$ cat config.mk
export PLATFORM = sky130hd
export DESIGN_NAME = evt_seq
export DESIGN_NICKNAME = d
export VERILOG_FILES = /design/src/rtl/evt_seq.sv
export SDC_FILE = /design/constraint.sdc
export NUM_CORES = 1
export LEC_CHECK = 0
export BUFFER_PORTS_ARGS = -buffer_cell sky130_fd_sc_hd__buf_2
export CORE_MARGIN = 4
export CORE_UTILIZATION = 45
export DETAILED_ROUTE_END_ITERATION = 10
export GPL_TIMING_DRIVEN = 0
export PLACE_DENSITY = 0.66
export SYNTH_ARGS = -nofsm -noshare
export SYNTH_HDL_FRONTEND = slang
export SYNTH_SLANG_ARGS = --single-unit
$ cat constraint.sdc
create_clock -name clk -period 3.8 [get_ports clk]
set_input_delay 1.14 -clock clk [delete_from_list [all_inputs] [get_ports clk]]
set_output_delay 1.14 -clock clk [all_outputs]
set_load 0.01 [all_outputs]
$ cat src/rtl/evt_seq.sv
module evt_seq #(
  parameter int N_IRQ    = 8,
  parameter int N_DEV    = 8,
  parameter int AW       = 16,
  parameter int DW       = 16,
  parameter int VEC_BASE = 0
) (
  input  logic             clk,
  input  logic             rst_n,
  input  logic [N_IRQ-1:0] irq,
  output logic             mem_rd_en,
  output logic [AW-1:0]    mem_addr,
  input  logic [DW-1:0]    mem_rdata,
  output logic             bus_req,
  output logic             bus_we,
  output logic [AW-1:0]    bus_addr,
  output logic [DW-1:0]    bus_wdata,
  input  logic [DW-1:0]    bus_rdata,
  input  logic             bus_ready,
  output logic [N_DEV-1:0] pwr_en
);
  localparam int IW  = (N_IRQ > 1) ? $clog2(N_IRQ) : 1;
  localparam int DVW = (N_DEV > 1) ? $clog2(N_DEV) : 1;

  typedef enum logic [1:0] {ST_READY, ST_LOOKUP, ST_FETCH, ST_EXEC} st_t;
  typedef enum logic [2:0] {
    OP_ON, OP_OFF, OP_JMP, OP_END, OP_RD, OP_WR, OP_WRI, OP_XFR
  } op_t;

  st_t             state;
  logic            ph;
  logic [N_IRQ-1:0] pend;
  logic [IW-1:0]   line;
  logic [AW-1:0]   pc;
  op_t             op;
  logic [DVW-1:0]  dev;
  logic [DW-1:0]   opa, opb, opc, xcnt, hold;
  logic [1:0]      fcnt;

  logic [N_IRQ-1:0] req_all, take;
  logic [IW-1:0]   pick;
  op_t             cur_op;
  logic            bus_done;

  function automatic logic [1:0] n_opnd(input op_t o);
    case (o)
      OP_JMP, OP_RD, OP_WR: n_opnd = 2'd1;
      OP_WRI:               n_opnd = 2'd2;
      OP_XFR:               n_opnd = 2'd3;
      default:              n_opnd = 2'd0;
    endcase
  endfunction

  assign req_all = pend | irq;

  always_comb begin
    pick = '0;
    for (int i = N_IRQ - 1; i >= 0; i--)
      if (req_all[i]) pick = IW'(i);
  end

  assign take   = (state == ST_READY && |req_all) ? (N_IRQ'(1) << pick) : '0;
  assign cur_op = (fcnt == 2'd0) ? op_t'(mem_rdata[DW-1:DW-3]) : op;

  assign mem_rd_en = (state == ST_LOOKUP || state == ST_FETCH) && !ph;
  assign mem_addr  = (state == ST_LOOKUP) ? AW'(VEC_BASE) + AW'(line) : pc;

  always_comb begin
    bus_req   = 1'b0;
    bus_we    = 1'b0;
    bus_addr  = '0;
    bus_wdata = '0;
    if (state == ST_EXEC) begin
      case (op)
        OP_RD:  begin bus_req = 1'b1; bus_addr = AW'(opa); end
        OP_WR:  begin bus_req = 1'b1; bus_we = 1'b1; bus_addr = AW'(opa); bus_wdata = hold; end
        OP_WRI: begin bus_req = 1'b1; bus_we = 1'b1; bus_addr = AW'(opb); bus_wdata = opa; end
        OP_XFR: begin
          bus_req   = (xcnt != '0);
          bus_we    = ph;
          bus_addr  = ph ? AW'(opc) : AW'(opb);
          bus_wdata = hold;
        end
        default: ;
      endcase
    end
  end

  assign bus_done = bus_req && bus_ready;

  always_ff @(posedge clk) begin
    if (!rst_n) begin
      state  <= ST_READY;
      ph     <= 1'b0;
      pend   <= '0;
      line   <= '0;
      pc     <= '0;
      op     <= OP_END;
      dev    <= '0;
      opa    <= '0;
      opb    <= '0;
      opc    <= '0;
      xcnt   <= '0;
      hold   <= '0;
      fcnt   <= '0;
      pwr_en <= '0;
    end else begin
      pend <= req_all & ~take;
      case (state)
        ST_READY: if (|req_all) begin
          line  <= pick;
          ph    <= 1'b0;
          state <= ST_LOOKUP;
        end
        ST_LOOKUP: begin
          ph <= ~ph;
          if (ph) begin
            pc    <= AW'(mem_rdata);
            fcnt  <= '0;
            state <= ST_FETCH;
          end
        end
        ST_FETCH: begin
          ph <= ~ph;
          if (ph) begin
            case (fcnt)
              2'd0: begin op <= cur_op; dev <= mem_rdata[DVW-1:0]; end
              2'd1: begin opa <= mem_rdata; xcnt <= mem_rdata; end
              2'd2: opb <= mem_rdata;
              default: opc <= mem_rdata;
            endcase
            pc <= pc + 1'b1;
            if (fcnt == n_opnd(cur_op)) begin
              fcnt  <= '0;
              state <= ST_EXEC;
            end else begin
              fcnt <= fcnt + 1'b1;
            end
          end
        end
        ST_EXEC: begin
          case (op)
            OP_ON:  begin if (32'(dev) < N_DEV) pwr_en[dev] <= 1'b1; state <= ST_FETCH; end
            OP_OFF: begin if (32'(dev) < N_DEV) pwr_en[dev] <= 1'b0; state <= ST_FETCH; end
            OP_JMP: begin pc <= AW'(opa); state <= ST_FETCH; end
            OP_END: state <= ST_READY;
            OP_RD:  if (bus_done) begin hold <= bus_rdata; state <= ST_FETCH; end
            OP_WR, OP_WRI: if (bus_done) state <= ST_FETCH;
            default: begin
              if (xcnt == '0) begin
                ph    <= 1'b0;
                state <= ST_FETCH;
              end else if (bus_done) begin
                if (!ph) begin
                  hold <= bus_rdata;
                  ph   <= 1'b1;
                end else begin
                  ph   <= 1'b0;
                  xcnt <= xcnt - 1'b1;
                  if (xcnt == DW'(1)) state <= ST_FETCH;
                end
              end
            end
          endcase
        end
        default: state <= ST_READY;
      endcase
    end
  end

  assert_bus_hold_R10: assert property (@(posedge clk) disable iff (!rst_n)
    (bus_req && !bus_ready) |=> (bus_req && $stable(bus_addr) && $stable(bus_we) && $stable(bus_wdata)));

  assert_pwr_single_R4: assert property (@(posedge clk) disable iff (!rst_n)
    $countones(pwr_en ^ $past(pwr_en)) <= 1);

  assert_pwr_from_exec_R4: assert property (@(posedge clk) disable iff (!rst_n)
    (pwr_en != $past(pwr_en)) |-> ($past(state) == ST_EXEC));

  assert_lookup_next_R2: assert property (@(posedge clk) disable iff (!rst_n)
    (state == ST_LOOKUP) |=> (state == ST_LOOKUP || state == ST_FETCH));

  assert_xfer_alternate_R9: assert property (@(posedge clk) disable iff (!rst_n)
    (state == ST_EXEC && op == OP_XFR && bus_done && !bus_we) |=> (bus_req && bus_we));

  assert_mem_spacing_R11: assert property (@(posedge clk) disable iff (!rst_n)
    mem_rd_en |=> !mem_rd_en);

  assert_idle_no_bus_R6: assert property (@(posedge clk) disable iff (!rst_n)
    ($past(state) == ST_EXEC && $past(op) == OP_END) |-> !bus_req);
endmodule

After elaboration in Yosys (flattened, before gate mapping)
Cells that the tools add are included.
{"block": "word_totals", "elab_cells": 167, "input_bits": 43, "n_memories": 0, "ramBits": 0, "out_inout_bits": 59, "register_bits": 126, "mem_bits_ro": 0, "latchBits": 0}
{"block": "classes", "bitwise_logic": 9, "shifts": 1, "n_addsub": 3, "div": 0, "n_mux": 64, "n_lt_le_gt_ge": 2, "n_eq_ne": 36, "reduce_logical": 38, "mul": 0}
{"op": "$mux W16", "n": 17}
{"op": "$pmux W16 S2", "n": 3}
{"op": "$pmux W16 S3", "n": 2}
{"op": "$mux W2", "n": 15}
{"op": "$mux W3", "n": 9}
{"op": "$eq A3 B3 Y1 const B", "n": 8}
{"op": "$reduce_and A3 Y1", "n": 6}
{"op": "$add A16 B1 Y16 const B", "n": 1}
{"op": "$and A8 B8 Y8", "n": 2}
{"op": "$eq A16 B1 Y1 const B", "n": 1}
{"op": "$logic_not A16 Y1", "n": 1}
{"op": "$not A8 Y8", "n": 2}
{"op": "$or A8 B8 Y8", "n": 2}
{"op": "$pmux W8 S2", "n": 1}
{"op": "$reduce_bool A16 Y1", "n": 1}
{"op": "$sub A16 B1 Y16 const B", "n": 1}
{"op": "$ne A2 B1 Y1 const B", "n": 6}
{"op": "$ne A2 B2 Y1 const B", "n": 6}
{"op": "$pmux W2 S3", "n": 2}
{"op": "$reduce_or A3 Y1", "n": 4}
{"op": "$eq A3 B2 Y1 const B", "n": 3}
{"op": "$mux W1", "n": 8}
{"op": "$mux W8", "n": 1}
{"op": "$pmux W2 S4", "n": 1}
{"op": "34 further kinds", "n": 50}

Logic depth before layout (Yosys ltp)
Gate-level depths: netlist of the first run.
{"block": "logic_depth", "depth_word": 13, "mapped_depth": 10, "depth_no_buf": 8}

Worst setup path after synthesis of the first run
OpenSTA, ideal clock, no wires.
{"block": "synth_timing", "path_type": "register -> output", "startpoint": "register op[0]", "endpoint": "output port bus_addr[11]", "path_stages_with_launch": 9, "t_arrival_ns": 1.804, "required_time_ns": 2.660, "setup_slack_ns": 0.856, "cell_sequence": "dfxtp_1 -> clkbuf_1 -> and3_1 -> clkbuf_1 -> and2_1 -> clkbuf_1 -> clkbuf_1 -> a222oi_1 -> nor2_1"}
{"block": "synth_between", "elab_chain_len": 4}
{"item": "from (decl)", "line_no": "35", "text": "op_t op;"}
{"item": "from (signal assigned)", "line_no": "127", "text": "2'd0: begin op <= cur_op; dev <= mem_rdata[DVW-1:0]; end"}
{"item": "$eq A3 B3 Y1", "line_no": "74", "text": "case (op)"}
{"item": "$reduce_or A2 Y1 (no line)"}
{"item": "$pmux W16 S3 (*)", "line_no": "74"}
{"item": "$mux W16 (*)", "line_no": "73", "text": "if (state == ST_EXEC) begin"}
{"item": "to (decl)", "line_no": "16", "text": "output logic [AW-1:0] bus_addr,"}
Mark *: on every way between the ends. The rest lies on a longest branch, timed or not.

Worst setup path after layout of the first run
{"block": "layout_timing", "startpoint": "register op[2]", "endpoint": "output port bus_addr[15]"}
Same word-level chain as after synthesis.

==> flow_metrics.env, run 1 <==
export IMPL_worstReg2RegEnd="pc[15]"
export IMPL_grt_max_degree=17
export IMPL_yosysSeqAreaShare_pct=37.7
export IMPL_fin_crit_ns=3.63
export IMPL_synth_edff_count=0
export IMPL_leakagePower_nw=3.13
export IMPL_drive_above_1_share_pct=15.7
export IMPL_setup_viol=0
export IMPL_root_buffer="clkbuf_16"
export IMPL_synth_nets=955
export IMPL_ys_flop_type="dfxtp_1"
export IMPL_async_reset_ff_share_pct=0
export IMPL_vias=7185
export IMPL_final_cell_mix="nand2_1 (178), dfxtp_1 (126), a21oi_1 (112), nor2_1 (111), buf_2 (106)"
export IMPL_clk_latency_ns=0.43
export IMPL_synth_cell_types=59
export IMPL_worst_slew_pin_slew_ns=0.836
export IMPL_cp_max_fo=10
export IMPL_setup_tns_ns=0
export IMPL_multi_input_area_mm2=0.00384
export IMPL_yosysTopAreaCell="dfxtp_1"
export IMPL_r2r_slack_ns=0.67
export IMPL_portBuffers=100
export IMPL_crit_required_ns=2.66
export IMPL_register_area_mm2=0.00252
export IMPL_min_delay_path_depth=2
export IMPL_crit_type="reg -> out"
export IMPL_nNetsFinal=1072
export IMPL_layout_commonest_cell="nand2_1"
export IMPL_cts_buffers=17
export IMPL_grt_pass1_vias=6492
export IMPL_wl_um=23300
export IMPL_cts_tree="done"
export IMPL_syn_to_final_growth_pct=19.3
export IMPL_antenna_found_initial=0
export IMPL_n_antenna_cell=0
export IMPL_pre_cts_ws_ns=0.202
export IMPL_initial_utilization_pct=46.0
export IMPL_drt_iter0_drc=912
export IMPL_synth_area_top_cells="dfxtp_1 (38%), nand2_1 (10%), a21oi_1 (8.5%), nor2_1 (6.2%), mux2i_1 (4.3%)"
export IMPL_clk_path_buf_depth=2
export IMPL_viasPerCell=5.92
export IMPL_cts_resized=2
export IMPL_drc=0
export IMPL_dr_pass1_iters=7
export IMPL_max_slew_margin_rel_pct=43.7
export IMPL_endpoint_kind="primary output"
export IMPL_fin_ws_ns=0.168
export IMPL_hold_violations=0
export IMPL_rsz0062_at_grt="false"
export IMPL_synth_top_area_share_pct=37.7
export IMPL_holdBufCountCts=0
export IMPL_avgSynthCellArea_um2=7.43
export IMPL_post_cts_setup_buffers=0
export IMPL_outcome="finished, final reports clean"
export IMPL_ant_nets=0
export IMPL_die_w_um=130
export IMPL_ir_worst_vdd_v=0.000317
export IMPL_reg2reg_depth=8
export IMPL_timing_rr_start="state[1]"
export IMPL_grt_util_all_layers_pct=27.8
export IMPL_synth_seq_cells=126
export IMPL_coreArea_mm2=0.0145
export IMPL_arrival_ns=2.49
export IMPL_fmax_mhz=275
export IMPL_yosysWarnings=0
export IMPL_critPathLaunchType="register"
export IMPL_path_clk_slew_ns=0.06
export IMPL_grt_overflow_total=0
export IMPL_hpwl_um=16900
export IMPL_syn_cell_area_mm2=0.00668
export IMPL_fin_crit_sh_pct=95.6
export IMPL_gp_congestion=0.955
export IMPL_drv_cap=0
export IMPL_fin_skew_ns=0.00803
export IMPL_core_rowCount=44
export IMPL_dieHeight_um=130
export IMPL_dieArea_mm2=0.0169
export IMPL_clkSinkCount=126
export IMPL_drv_slew=0
export IMPL_syn_inst=900
export IMPL_ios=102
export IMPL_power_density_mw_per_mm2=562
export IMPL_hold_class="reg -> reg"
export IMPL_htreeDepth=4
export IMPL_grt_pass1_wl_um=36100
export IMPL_wl_per_cell_um=19.2
export IMPL_num_fill_cells=1448
==> cells by family after synthesis <==
logic type | count (synthesis) | share of synthesized area (%)
AOI/OAI and AO/OA | 240 | 22.8
DFF | 126 | 37.7
xor gates and xnor gates | 2 | 0.262
buffers and inverters | 82 | 4.89
muxes | 34 | 5.19
and+or+nand+nor | 404 | 26.9
adders and majority gates | 12 | 2.25
==> report_power, final <==
group,internal [W],switching [W]
Combinational,0.000490,0.000894
Sequential,0.00144,0.000130
Clock,0.000889,0.000633
==> layout make-up <==
class                           count  area share [%]
Multi-Input combinational cell    692            48.2
Sequential cell                   126            31.6
Timing Repair Buffer              100            6.28
Clock buffer                       21            5.90
Buffer                             67            3.47
Tap cell                          184            2.89
Clock inverter                     11            1.05
Inverter                           13           0.612
==> registers in the layout, summed over array words and instances (netlist names), 8 cells and up, named ones only <==
name	cells
hold	16
opa	16
opb	16
opc	16
pc	16
xcnt	16
pend	8
==> stage by stage <==
step	util, %	hold slack [ns]	area, µm²	power [W]	cells
after floorplan	-	0.436	6680	0.00251	900
after global placement	51.0	0.443	7410	0.00293	1184
after detailed placement	51.0	0.446	7410	0.00294	1184
after CTS	54.8	0.455	7970	0.00446	1215
after global routing	54.8	0.471	7970	0.00470	1214
final	54.8	0.451	7970	0.00448	1214
==> Yosys cell counts, drive strengths merged, types with 2 or more instances <==
cell type	instances
a21boi	2
a21oi	113
or3	3
o211ai	6
nor2b	18
nand2	178
a211oi	6
a31oi	11
o22ai	12
nand3b	2
a22oi	13
and2	4
clkbuf	58
nand4	6
a221oi	4
o21ai	20
o32ai	4
dfxtp	126
and3	15
a222oi	16
inv	12
nand2b	3
nand3	24
nor4	10
o21a	4
mux2i	29
a21o	4
nor4b	2
or2	3
ha	12
xnor2	2
mux2	5
nor3	14
o41ai	2
nor3b	2
or4	5
nor2	113
buf	11
o221a	3
o31ai	8
a311oi	4
==> worst max-delay path by stage <==
stage	depth (start not counted)	endpoint	startpoint	slack, ns
after floorplan	8	bus_addr[11]	op[0]	0.86
after global routing	7	bus_req	xcnt[4]	0.07
after CTS	8	bus_addr[5]	op[0]	0.02
final	7	bus_addr[15]	op[2]	0.17
after detailed placement	9	bus_addr[5]	op[0]	0.20
after global placement	9	bus_addr[13]	op[0]	0.26
==> metal layers <==
metal | wire length (µm) | vias up | GRT usage [%]
li1 | - | 3435 | -
met1 | 9990 | 3354 | 38.3
met2 | 10400 | 340 | 42.5
met3 | 2290 | 56 | 6.59
met4 | 677 | 0 | 10.1
met5 | 0 | - | 0
==> critical path, stage by stage (launching register included) <==
cell and delay, ns:
dfxtp_1 0.36, clkbuf_1 0.39, nor2b_1 0.26, clkbuf_1 0.31, clkbuf_2 0.32, a222oi_1 0.11, nor2_1 0.15, buf_2 0.16
Note: power is estimated with default switching activity, not from simulation.
==> run 2: changes to the inputs <==
--- a/config.mk
+++ b/config.mk
@@ -9,7 +9,6 @@
 export CORE_MARGIN = 4
 export CORE_UTILIZATION = 45
 export DETAILED_ROUTE_END_ITERATION = 10
-export GPL_TIMING_DRIVEN = 0
 export PLACE_DENSITY = 0.66
 export SYNTH_ARGS = -nofsm -noshare
 export SYNTH_HDL_FRONTEND = slang
==> flow_metrics.env, run 2 (synthesis results as in run 1) <==
export IMPL_outcome="finished, final reports clean"
export IMPL_critPathMaxStageDelay_ns=0.62
export IMPL_post_cts_setup_buffers=0
export IMPL_grt_pass1_wl_um=32900
export IMPL_clk_path_buf_depth=2
export IMPL_fin_crit_sh_pct=96.1
export IMPL_grt_overflow_total=0
export IMPL_holdBufCountCts=0
export IMPL_hpwl_um=14600
export IMPL_path_clk_slew_ns=0.06
export IMPL_fin_skew_ns=0.00633
export IMPL_viasPerCell=5.85
export IMPL_grt_pass1_vias=6208
export IMPL_critPathLaunchType="register"
export IMPL_cts_tree="done"
export IMPL_ant_nets=0
export IMPL_slowest_stage="and2_1"
export IMPL_num_fill_cells=1446
export IMPL_portBuffers=101
export IMPL_power_total_w=0.00463
export IMPL_grt_max_degree=80
export IMPL_root_buffer="clkbuf_16"
export IMPL_cts_resized=0
export IMPL_p_clk_share_pct=37.3
export IMPL_p_sw_share_pct=33.6
export IMPL_drt_iter0_drc=685
export IMPL_fin_crit_ns=3.65
export IMPL_arrival_ns=2.51
export IMPL_power_density_mw_per_mm2=584
export IMPL_core_rowCount=44
export IMPL_clkSinkCount=126
export IMPL_leakagePower_nw=3.13
export IMPL_rsz0062_at_grt="false"
export IMPL_p_seq_share_pct=34.3
export IMPL_antenna_found_initial=0
export IMPL_initial_utilization_pct=46.0
export IMPL_power_frac_comb_pct=28.4
export IMPL_drv_slew=0
export IMPL_final_cell_mix="nand2_1 (178), dfxtp_1 (126), a21oi_1 (113), nor2_1 (111), buf_2 (101)"
export IMPL_dieHeight_um=130
export IMPL_drive_above_1_share_pct=16.9
export IMPL_fmax_mhz=274
export IMPL_die_w_um=130
export IMPL_crit_required_ns=2.66
export IMPL_layout_commonest_cell="nand2_1"
export IMPL_cts_buffers=17
export IMPL_crit_type="reg -> out"
export IMPL_ios=102
export IMPL_cell_internal_pwr_w=0.00307
export IMPL_endpoint_kind="primary output"
export IMPL_ir_worst_vdd_v=0.000321
export IMPL_dieArea_mm2=0.0169
export IMPL_setup_viol=0
export IMPL_htreeDepth=4
export IMPL_hold_class="reg -> reg"
export IMPL_worst_slew_pin_slew_ns=0.873
export IMPL_coreArea_mm2=0.0145
export IMPL_p_sw_w=0.00156
export IMPL_setup_tns_ns=0
export IMPL_hold_violations=0
export IMPL_clk_latency_ns=0.42
export IMPL_cp_max_fo=16
export IMPL_nNetsFinal=1025
export IMPL_syn_to_final_growth_pct=18.6
export IMPL_n_antenna_cell=0
export IMPL_vias=6819
export IMPL_drc=0
export IMPL_max_slew_margin_rel_pct=41.6
export IMPL_wl_per_cell_um=18.0
export IMPL_gp_congestion=0.913
export IMPL_wl_um=21000
export IMPL_grt_util_all_layers_pct=25.0
export IMPL_crit_path_cell_trace="and3_1 -> and2_1 -> a222oi_1 -> nor2_1 -> buf_2"
export IMPL_dr_pass1_iters=7
export IMPL_drv_cap=0
-- run 2: final timing paths --
check / from / to / slack (ns) / cells past startpoint
setup / recovery: op[2] / bus_addr[3] / 0.15 / 5
hold / removal: opc[13] / opc[13] / 0.46 / 2
setup reg to reg: state[1] / xcnt[6] / 0.94 / 6
hold reg to reg: opc[13] / opc[13] / 0.46 / 2
-- run 2: worst max-delay path: cells and delay by family, from the launching register on --
family | cells | cell delay, ns
AOI/OAI and AO/OA | 1 | 0.23
DFF | 1 | 0.56
and+or+nand+nor | 3 | 1.14
buffers and inverters | 1 | 0.15
-- run 2: metal layers --
layer	wire (µm)	track usage, %
met3	1630	4.58
met5	0	0
met1	9440	34.4
met2	9500	39.4
met4	442	8.68
-- run 2: metrics by stage --
step	util, %	area (µm²)	worst slack (ns)	hold WS (ns)	std cells
floorplan	-	6680	0.856	0.436	900
global placement	50.2	7300	0.686	0.448	1135
detailed placement	50.2	7300	0.624	0.452	1135
CTS	54.5	7920	0.157	0.459	1166
global route	54.5	7920	0.00552	0.473	1166
finish	54.5	7920	0.147	0.457	1166
-- run 2: power groups by stage --
stage / Clock (W) / Sequential, W / Combinational (W)
finish: 0.00173 / 0.00159 / 0.00132
global route: 0.00180 / 0.00160 / 0.00147
CTS: 0.00175 / 0.00158 / 0.00131
detailed placement: 0 / 0.00161 / 0.00130
global placement: 0 / 0.00161 / 0.00130
floorplan: 0 / 0.00155 / 0.000954
-- run 2: layout make-up --
| cell class | count | area (µm²) | area share (%) |
|---|---|---|---|
| repair buffers | 120 | 661 | 8.34 |
| flip-flops and latches | 126 | 2520 | 31.8 |
| multi-input cells | 692 | 3840 | 48.4 |
| clock buffers | 22 | 464 | 5.86 |
| inverters | 13 | 48.8 | 0.616 |
| clock inverters | 9 | 159 | 2.01 |
| well taps | 184 | 230 | 2.91 |
==> run 3: changes to the inputs <==
--- a/config.mk
+++ b/config.mk
@@ -8,8 +8,9 @@
 export BUFFER_PORTS_ARGS = -buffer_cell sky130_fd_sc_hd__buf_2
 export CORE_MARGIN = 4
 export CORE_UTILIZATION = 45
+export CTS_CLUSTER_SIZE = 25
 export DETAILED_ROUTE_END_ITERATION = 10
-export PLACE_DENSITY = 0.66
+export PLACE_DENSITY_LB_ADDON = 0.15
 export SYNTH_ARGS = -nofsm -noshare
 export SYNTH_HDL_FRONTEND = slang
 export SYNTH_SLANG_ARGS = --single-unit
==> flow_metrics.env, run 3 (synthesis results as in run 1) <==
export IMPL_grt_pass1_wl_um=33200
export IMPL_portBuffers=101
export IMPL_antenna_found_initial=0
export IMPL_dieHeight_um=130
export IMPL_p_sw_w=0.00156
export IMPL_syn_to_final_growth_pct=17.7
export IMPL_crit_type="reg -> out"
export IMPL_holdBufCountCts=0
export IMPL_fin_skew_ns=0.00707
export IMPL_cp_max_fo=12
export IMPL_gp_congestion=0.921
export IMPL_hpwl_um=14800
export IMPL_die_w_um=130
export IMPL_fin_crit_sh_pct=93.9
export IMPL_clk_latency_ns=0.42
export IMPL_arrival_ns=2.43
export IMPL_grt_pass1_vias=6070
export IMPL_vias=6823
export IMPL_wl_per_cell_um=18.2
export IMPL_drc=0
export IMPL_stdcell_count=1168
export IMPL_layout_commonest_cell="nand2_1"
export IMPL_leakagePower_nw=3.12
export IMPL_dieArea_mm2=0.0169
export IMPL_critPathLaunchType="register"
export IMPL_cell_internal_pwr_w=0.00286
export IMPL_cts_buffers=17
export IMPL_cts_resized=0
export IMPL_final_cell_mix="nand2_1 (178), dfxtp_1 (126), a21oi_1 (113), nor2_1 (111), buf_2 (101)"
export IMPL_viasPerCell=5.84
export IMPL_coreArea_mm2=0.0145
export IMPL_clk_path_buf_depth=2
export IMPL_drive_above_1_share_pct=17.4
export IMPL_initial_utilization_pct=46.0
export IMPL_crit_required_ns=2.66
export IMPL_core_rowCount=44
export IMPL_ir_worst_vdd_v=0.000313
export IMPL_r2r_slack_ns=0.82
export IMPL_p_sw_share_pct=35.4
export IMPL_max_slew_margin_rel_pct=41.1
export IMPL_power_density_mw_per_mm2=562
export IMPL_endpoint_kind="primary output"
export IMPL_hold_class="reg -> reg"
export IMPL_power_total_w=0.00442
export IMPL_hold_violations=0
export IMPL_dp_cells=1136
export IMPL_drv_slew=0
export IMPL_path_clk_slew_ns=0.06
export IMPL_p_clk_share_pct=34.6
export IMPL_power_frac_comb_pct=29.6
export IMPL_grt_overflow_total=0
export IMPL_setup_viol=0
export IMPL_n_antenna_cell=0
export IMPL_p_seq_share_pct=35.9
export IMPL_grt_max_degree=48
export IMPL_drt_iter0_drc=800
export IMPL_clkSinkCount=126
export IMPL_ant_nets=0
export IMPL_drv_cap=0
export IMPL_wl_um=21300
export IMPL_htreeDepth=4
export IMPL_fin_crit_ns=3.57
export IMPL_grt_util_all_layers_pct=25.4
export IMPL_nNetsFinal=1026
export IMPL_dr_pass1_iters=5
export IMPL_rsz0062_at_grt="false"
export IMPL_root_buffer="clkbuf_16"
export IMPL_fmax_mhz=280
export IMPL_outcome="finished, final reports clean"
export IMPL_num_fill_cells=1455
export IMPL_cts_tree="done"
export IMPL_worst_slew_pin_slew_ns=0.874
export IMPL_post_cts_setup_buffers=0
export IMPL_setup_tns_ns=0
export IMPL_ios=102
[run 3: cell count changes in the layout (fill, tap and decap cells not counted), moves of 2 or more]
cell        previous run  this run
bufinv_16              4         1
inv_6                  1         3
clkinv_2               0         5
clkbuf_1               3         1
clkinvlp_4             4         2
clkinv_4               0         2
[run 3: worst paths after layout]
check	from	endpoint	cells after the start
min reg2reg	opc[10]	opc[10]	2
max	xcnt[4]	bus_req	6
max reg2reg	state[0]	xcnt[9]	6
min	opc[10]	opc[10]	2
[run 3: power by group through the flow]
stage | registers, W | clock network, W | logic [W]
floorplan | 0.00155 | 0 | 0.000954
global placement | 0.00161 | 0 | 0.00129
detailed placement | 0.00161 | 0 | 0.00130
CTS | 0.00158 | 0.00155 | 0.00130
global route | 0.00160 | 0.00162 | 0.00146
finish | 0.00159 | 0.00153 | 0.00131
[run 3: per-stage QoR]
step / worst slack, ns / area [µm²] / util [%] / hold WS, ns
floorplan: 0.856 / 6680 / - / 0.436
global placement: 0.674 / 7310 / 50.3 / 0.445
detailed placement: 0.652 / 7310 / 50.3 / 0.449
CTS: 0.188 / 7860 / 54.1 / 0.457
global route: 0.0910 / 7870 / 54.1 / 0.480
finish: 0.232 / 7870 / 54.1 / 0.457
[run 3: layer usage]
layer  track usage [%]  routed length (µm)
met1              35.9                9680
met3              4.91                1570
met4              10.4                 684
met5                 0                   0
met2              38.0                9340
[run 3: critical path: stages (launching register included)]
cell and delay, ns:
dfxtp_1 0.35, or4_1 0.68, nor4_4 0.18, buf_4 0.21, and2_1 0.30, a31oi_1 0.12
buf_2 0.16
[run 3: area by class of cell]
class                           count  area [µm²]  area share (%)
Multi-Input combinational cell    692        3840            48.8
Sequential cell                   126        2520            32.1
Timing Repair Buffer              121         668            8.50
Clock buffer                       19         443            5.63
Tap cell                          184         230            2.93
Clock inverter                     13         114            1.45
Inverter                           13        48.8           0.620
